--- config.mk ---
export PLATFORM = sky130hd
export DESIGN_NAME = prescaled_cycle_counter
export DESIGN_NICKNAME = d
export VERILOG_FILES = /design/src/rtl/prescaled_cycle_counter.sv
export SDC_FILE = /design/constraint.sdc
export NUM_CORES = 1
export LEC_CHECK = 0
export ABC_AREA = 0
export BUFFER_PORTS_ARGS = -buffer_cell sky130_fd_sc_hd__buf_4
export CAP_MARGIN = 20
export CORE_MARGIN = 5
export CORE_UTILIZATION = 55
export CTS_CLUSTER_DIAMETER = 40
export DETAILED_ROUTE_END_ITERATION = 8
export PLACE_DENSITY_LB_ADDON = 0.1
export SLEW_MARGIN = 30
export SYNTH_ARGS = -nofsm -noshare
export SYNTH_HDL_FRONTEND = slang
export SYNTH_SLANG_ARGS = --single-unit
--- constraint.sdc ---
create_clock -name clk -period 8.2 [get_ports clk]
set_input_delay 1.23 -clock clk [delete_from_list [all_inputs] [get_ports clk]]
set_output_delay 1.23 -clock clk [all_outputs]
set_load 0.02 [all_outputs]
--- src/rtl/prescaled_cycle_counter.sv ---
module prescaled_cycle_counter #(
  parameter int CNT_W      = 64,
  parameter int LOW_W      = 32,
  parameter int DELTA_W    = 8,
  parameter int REM_W      = 6,
  parameter int EVT_W      = 8,
  parameter logic [EVT_W-1:0] EVT_CYCLES = 8'h11
) (
  input  logic               clk,
  input  logic               rst_n,
  input  logic               cnt_en,
  input  logic               div_mode,
  input  logic               wide_ovf,
  input  logic [DELTA_W-1:0] delta,
  input  logic               zero_pulse,
  input  logic               load_en,
  input  logic [CNT_W-1:0]   load_val,
  input  logic               irq_en,
  input  logic               ovf_clr,
  output logic [CNT_W-1:0]   rd_full,
  output logic [LOW_W-1:0]   rd_low,
  output logic               ovf_flag,
  output logic               irq_req,
  output logic [EVT_W-1:0]   evt_type
);
  localparam int SUM_W = ((DELTA_W > REM_W) ? DELTA_W : REM_W) + 1;

  logic [CNT_W-1:0] cnt_q;
  logic [REM_W-1:0] rem_q;
  logic             div_q;
  logic             ovf_q;
  logic             irq_q;

  wire              div_chg  = div_mode ^ div_q;
  wire [REM_W-1:0]  rem_base = div_chg ? '0 : rem_q;
  wire [SUM_W-1:0]  rem_sum  = SUM_W'(rem_base) + SUM_W'(delta);
  wire [CNT_W-1:0]  step     = div_mode ? CNT_W'(rem_sum >> REM_W) : CNT_W'(delta);
  wire [CNT_W-1:0]  cnt_inc  = cnt_q + step;
  wire              inc_go   = cnt_en && !load_en && !zero_pulse;
  wire              top_old  = wide_ovf ? cnt_q[CNT_W-1]   : cnt_q[LOW_W-1];
  wire              top_new  = wide_ovf ? cnt_inc[CNT_W-1] : cnt_inc[LOW_W-1];
  wire              wrap     = inc_go && top_old && !top_new;
  wire              new_ovf  = wrap && !ovf_q;

  always_ff @(posedge clk) begin
    if (!rst_n) begin
      cnt_q <= '0;
      rem_q <= '0;
      div_q <= 1'b0;
      ovf_q <= 1'b0;
      irq_q <= 1'b0;
    end else begin
      div_q <= div_mode;
      if (load_en)         cnt_q <= load_val;
      else if (zero_pulse) cnt_q <= '0;
      else if (cnt_en)     cnt_q <= cnt_inc;
      if (inc_go && div_mode) rem_q <= rem_sum[REM_W-1:0];
      else                    rem_q <= rem_base;
      if (new_ovf)      ovf_q <= 1'b1;
      else if (ovf_clr) ovf_q <= 1'b0;
      irq_q <= new_ovf && irq_en;
    end
  end

  assign rd_full  = cnt_q;
  assign rd_low   = cnt_q[LOW_W-1:0];
  assign ovf_flag = ovf_q;
  assign irq_req  = irq_q;
  assign evt_type = EVT_CYCLES;
endmodule

==> results of run 1 <==
==> critical path: stages <==
cell and delay (ps):
buf_4 150, xnor2_1 200, and2_1 220, ha_1 210, fa_1 420, a21o_1 200
a21oi_1 210, o21bai_1 90, a21o_1 200, xnor2_1 120, o21ai_0 210, ha_1 240
inv_1 70, fa_1 410, nor2b_1 190, o31ai_1 180, a2111o_1 560, or3_4 460
and3_1 180, or3_1 360
==> cells by family (layout without fill, tap and decap cells) <==
logic type,Yosys count,count (layout)
and+or+nand+nor,266,266
AOI/OAI and AO/OA,185,185
buffers and inverters,92,214
DFF,73,73
xor gates and xnor gates,35,35
adders and majority gates,16,16
muxes,3,3
other,2,8
==> cell type report <==
cell class	instances	area [µm²]
Clock buffer	11	141
Clock inverter	4	53.8
Fill cell	780	2780
Inverter	15	56.3
Multi-Input combinational cell	513	3180
Sequential cell	73	1460
Tap cell	111	139
Timing Repair Buffer	184	1380
==> cells in the mapped netlist, drive strengths merged (9+ instances only) <==
cell type,number
nor3,20
nand4,21
xnor2,24
inv,15
nand3,31
xor2,11
nor2,32
nor4,15
buf,51
a21o,9
dfxtp,73
ha,14
a211oi,15
nand2,85
a21oi,44
clkbuf,26
and2,14
and4,13
and3,11
o21ai,53
==> how the worst max path moves through the flow <==
stage,from,end,slack [ps],depth (start not counted)
floorplan,div_mode,rd_full[62],2740,19
global placement,div_mode,rd_full[62],2120,20
detailed placement,div_mode,rd_full[62],1970,20
CTS,div_mode,rd_full[62],2340,20
global route,div_mode,rd_full[60],1830,20
finish,div_mode,rd_full[62],2350,20
==> registers in the layout, indices dropped and copies added, names as in the netlist <==
| signal | count |
|---|---|
| div_q | 1 |
| irq_req | 1 |
| ovf_flag | 1 |
| rem_q | 6 |
| rd_full | 64 |
==> routing by layer <==
layer / up-vias / GRT usage, %
met1: 2706 / 37.0
met4: 2 / 14.3
li1: 2679 / -
met3: 58 / 6.32
met2: 342 / 51.1
met5: - / 0
==> through the flow <==
| stage | hold WS, ps | util [%] | cells | worst slack [ps] |
|---|---|---|---|---|
| final | 514 | 69.8 | 911 | 2350 |
| after global routing | 571 | 69.8 | 911 | 1830 |
| after CTS | 514 | 69.8 | 911 | 2340 |
| after detailed placement | 503 | 67.6 | 896 | 1970 |
| after global placement | 491 | 67.6 | 896 | 2120 |
| after floorplan | 552 | - | 678 | 2740 |
==> power groups by stage <==
stage | sequential, mW | combinational (mW) | clock [mW]
2_1_floorplan | 0.412 | 0.101 | 0
3_3_place_gp | 0.401 | 0.189 | 0
3_5_place_dp | 0.401 | 0.192 | 0
4_1_cts | 0.393 | 0.192 | 0.295
5_1_grt | 0.397 | 0.208 | 0.309
6_report | 0.394 | 0.194 | 0.296
==> results.toml, run 1 <==
[run_status]
outcome = "finished clean"

[routing]
highest_layer = "met5"
viasPerCell = 6.35
met3_length_um = 1770
firstDrtPassIters = 5
route.vias.total = 5787
final_antenna_net_count = 0
drc_errors = 0
routed-wl-met2_um = 8580
drt-total-wl_um = 18000
drt-met1-wl_um = 7010
avgRoutedWirePerCell_um = 19.7
drt_iter0_drc = 534

[logic_synthesis]
synth-seq-cells = 73
ys_seq_area_share_pct = 28.4
synth_top_area_share_pct = 28.4
yosysTopAreaCell = "dfxtp_1"
synthMuxAreaShare_pct = 0.608
synth_area_um2 = 5140
synth-simple-area-share_pct = 27.1
synth_compound_area_share_pct = 23.5
synth_top_family_by_area = "simple AND/OR/NAND/NOR gates"
synth_warnings = 0
synth-edff-count = 0
synth_area_per_cell_um2 = 7.65
yosys.cell_types.count = 65
yosys-top-cells-area = "dfxtp_1, nand2_1, buf_4"
async_reset_ff_share_pct = 0
syn_inst = 672
synthXorXnorAreaFrac_pct = 5.96
yosys_most_used_dff = "dfxtp_1"
synthAdderAreaFrac_pct = 4.18

[cells_and_area]
mostFrequentLayoutCells = "buf_4, nand2_1, dfxtp_1"
drive_gt1_share_pct = 26.8
design_area_um2 = 6420
antenna_cells = 0
nets = 893
synthToLayoutAreaGrowth_pct = 24.8
mostFrequentLayoutCell = "buf_4"

[sta]
fmax_mhz = 171
rsz0062_at_grt = "false"
hold_violations = 0
period_share_pct = 71.4
finClkSkew_ps = 16.2
tightest_slew_ps = 902
post-route-min-period_ps = 5850
relSlewSlack_pct = 39.5
report.final.setup_viol = 0
finalSetupTns_ps = 0
maxSlewViolCount = 0

[worst_setup_path]
r2r_start = "div_q"
critPathMaxFanout = 11
r2r_end = "rd_full[62]"
crit_required_ps = 8450
start_kind = "input pin"
critPathArrivalTime_ps = 6100
r2r_slack_ps = 3050
reg2regPathDepth = 19
end_kind = "flop"
critPathKind = "in -> reg"

[clock_tree]
cts_resized = 0
hold_buffers = 0
clkLatencyLatePin_ps = 360
numCtsBuffers = 9
root_buffer = "clkbuf_8"
htree_levels = 3
cts_setup_buffers = 0
cts_num_sinks = 73
clock_path_buffers = 2
cts_tree = "built"
clk_pin_slew_ps = 90

[power]
leakagePower_nw = 2.63
power_uw = 883
internal_power_uw = 605
seq_power_share_pct = 44.6
clkPwrFrac_pct = 33.5
switching_power_uw = 279
p_per_area_nw_per_um2 = 138
power_frac_comb_pct = 21.9
swShare_pct = 31.5
ir_drop_v = 0.0000713

[worst_hold_path]
hp-class = "reg -> reg"
hp-start = "ovf_flag"
whs_endpoint = "ovf_flag"
holdPathStages = 2

[floorplanning]
die-area_um2 = 11400
fp.dieW_um = 107
initial_core_util_pct = 55.9
die_y_um = 107
pin_count = 187
core-area_um2 = 9200
rows = 35

[global_routing]
grt_pass1_wl_um = 27900
grt_overflow = 0
antenna_found_initial = 1
grt_max_degree = 49
track_usage_pct = 30.4
grt_pass1_vias = 5588

[place]
place_congestion = 0.888
portBuffers = 178
hpwl_um = 13100
place_area_um2 = 6220

[run]
cap_violations = 0
No activity file was read; power rests on OpenSTA's default activity.
==> run 2, diff against run 1 <==
--- a/config.mk
+++ b/config.mk
@@ -9,7 +9,7 @@
 export BUFFER_PORTS_ARGS = -buffer_cell sky130_fd_sc_hd__buf_4
 export CAP_MARGIN = 20
 export CORE_MARGIN = 5
-export CORE_UTILIZATION = 55
+export CORE_UTILIZATION = 51
 export CTS_CLUSTER_DIAMETER = 40
 export DETAILED_ROUTE_END_ITERATION = 8
 export PLACE_DENSITY_LB_ADDON = 0.1
==> constraint.sdc (replaced) <==
create_clock -name clk -period 5.9 [get_ports clk]
set_input_delay 0.885 -clock clk [delete_from_list [all_inputs] [get_ports clk]]
set_output_delay 0.885 -clock clk [all_outputs]
set_load 0.02 [all_outputs]
==> run 2 against run 1 <==
First-iteration DRC count is 13% lower. Via count shrank 1.3%. Power is 49% higher. Sequential cell count did not move. Worst hold slack worse by 8.8 ps. Sequential power grew 39%. Global-route usage is 1.7 points lower. Core utilization is 3.4 points lower. Critical path type unchanged.
==> results.toml, run 2 (same netlist as run 1, synthesis figures left out) <==
[clock_tree]
root_buffer = "clkbuf_8"
cts_resized = 0
htree_levels = 3
cts_tree = "built"
hold_buffers = 0
numCtsBuffers = 9
cts_num_sinks = 73
clk_pin_slew_ps = 80
clkLatencyLatePin_ps = 350
clock_path_buffers = 2
cts_setup_buffers = 0

[floorplanning]
die-area_um2 = 12200
core-area_um2 = 9820
initial_core_util_pct = 52.4
rows = 36
fp.dieW_um = 110
die_y_um = 110
pin_count = 187

[global_routing]
grt_overflow = 0
grt_pass1_vias = 5685
grt_max_degree = 49
track_usage_pct = 28.7
grt_pass1_wl_um = 29200
antenna_found_initial = 0

[cells_and_area]
antenna_cells = 0
regArea_um2 = 1460
filler_cell_count = 883
mostFrequentLayoutCells = "buf_4, nand2_1, dfxtp_1"
nets = 896
final_util_pct = 66.4
multi_input_area_um2 = 3180
mostFrequentLayoutCell = "buf_4"
synthToLayoutAreaGrowth_pct = 26.7
drive_gt1_share_pct = 27.1
largest_reg_flops = 64

[sta]
relSlewSlack_pct = 46.3
setup_ws_ps = 485
finClkSkew_ps = 8.91
post-route-min-period_ps = 5410
fmax_mhz = 185
period_share_pct = 91.8
report.final.setup_viol = 0
hold_violations = 0
maxSlewViolCount = 0
tightest_slew_ps = 803
finalSetupTns_ps = 0
rsz0062_at_grt = "false"

[worst_setup_path]
critPathMaxFanout = 11
r2r_end = "rd_full[62]"
critPathSlowestCell = "a2111o_1"
crit_required_ps = 6140
r2r_start = "div_q"
cp_num_buf_inv = 2
start_kind = "input pin"
slowest_delay_ps = 490
crit_chain = "buf_4 > xnor2_1 > and2_1 > ha_1 > fa_1 > a21o_1 > a21oi_1 > o21bai_1 > a21o_1 > xnor2_1 > o21ai_0 > ha_1 > inv_1 > fa_1 > nor2b_1 > o31ai_1 > a2111o_1 > or3_4 > and3_1 > or3_1"
setup.worst_path.start = "div_mode"
end_kind = "flop"
crit_family = "compound AO/OA/AOI/OAI gates"
critPathKind = "in -> reg"
r2r_slack_ps = 870
reg2regPathDepth = 19
critPathArrivalTime_ps = 5660

[routing]
drt-total-wl_um = 18200
drt_iter0_drc = 462
firstDrtPassIters = 5
final_antenna_net_count = 0
route.vias.total = 5713
drc_errors = 0
avgRoutedWirePerCell_um = 19.4
viasPerCell = 6.10

[worst_hold_path]
holdPathStages = 2
whs_endpoint = "ovf_flag"
hp-start = "ovf_flag"
hp-class = "reg -> reg"

[power]
leakagePower_nw = 2.67
clkPwrFrac_pct = 37.9
seq_power_share_pct = 41.7
swShare_pct = 29.4
internal_power_uw = 927
ir_drop_v = 0.000132
switching_power_uw = 386
power_frac_comb_pct = 20.4
p_per_area_nw_per_um2 = 201

[run]
cap_violations = 0

[place]
portBuffers = 178
place_congestion = 0.910
hpwl_um = 13200
place_ws_ps = 171

[run_status]
outcome = "finished clean"
-- run 2: tightest hold or removal path: cells and delay by family, from the launching register on --
family | cells | cell delay [ps]
flops | 1 | 340
simple gates | 1 | 70
compound gates | 1 | 50
-- run 2: worst max path at each step --
| stage | cells past startpoint | to | slack [ps] |
|---|---|---|---|
| after global placement | 20 | rd_full[62] | 210 |
| after global routing | 20 | rd_full[62] | 260 |
| after CTS | 20 | rd_full[62] | 540 |
| after detailed placement | 20 | rd_full[62] | 170 |
| after floorplan | 19 | rd_full[62] | 780 |
| final | 20 | rd_full[62] | 490 |
-- run 2: area by class of cell --
class	count	area share, %
clock buffer	11	2.17
clock inverter	5	1.57
inverter	15	0.864
multi-input combinational	513	48.9
sequential	73	22.4
tap	133	2.55
timing repair buffer	187	21.5
-- run 2: per-stage QoR --
| stage | std cells | total power, mW | cell area, µm² | hold WS, ps |
|---|---|---|---|---|
| after global routing | 937 | 1.36 | 6520 | 541 |
| after floorplan | 678 | 0.713 | 5160 | 552 |
| after detailed placement | 921 | 0.823 | 6270 | 494 |
| after CTS | 937 | 1.31 | 6510 | 505 |
| final | 937 | 1.31 | 6520 | 505 |
| after global placement | 921 | 0.820 | 6270 | 491 |
-- run 2: power by group through the flow --
stage | Combinational, mW | Clock, mW | Sequential (mW)
finish | 0.268 | 0.498 | 0.547
CTS | 0.267 | 0.497 | 0.546
global route | 0.290 | 0.521 | 0.550
floorplan | 0.140 | 0 | 0.573
detailed placement | 0.266 | 0 | 0.557
global placement | 0.264 | 0 | 0.557
-- run 2: routing by layer --
metal  vias up  GRT usage (%)  share of wire (%)
met5         -              0                  0
met4         0           12.2                3.4
met3        49           6.89                9.2
met2       319           47.7                 48
met1      2661           35.4                 40
li1       2684              -                  -
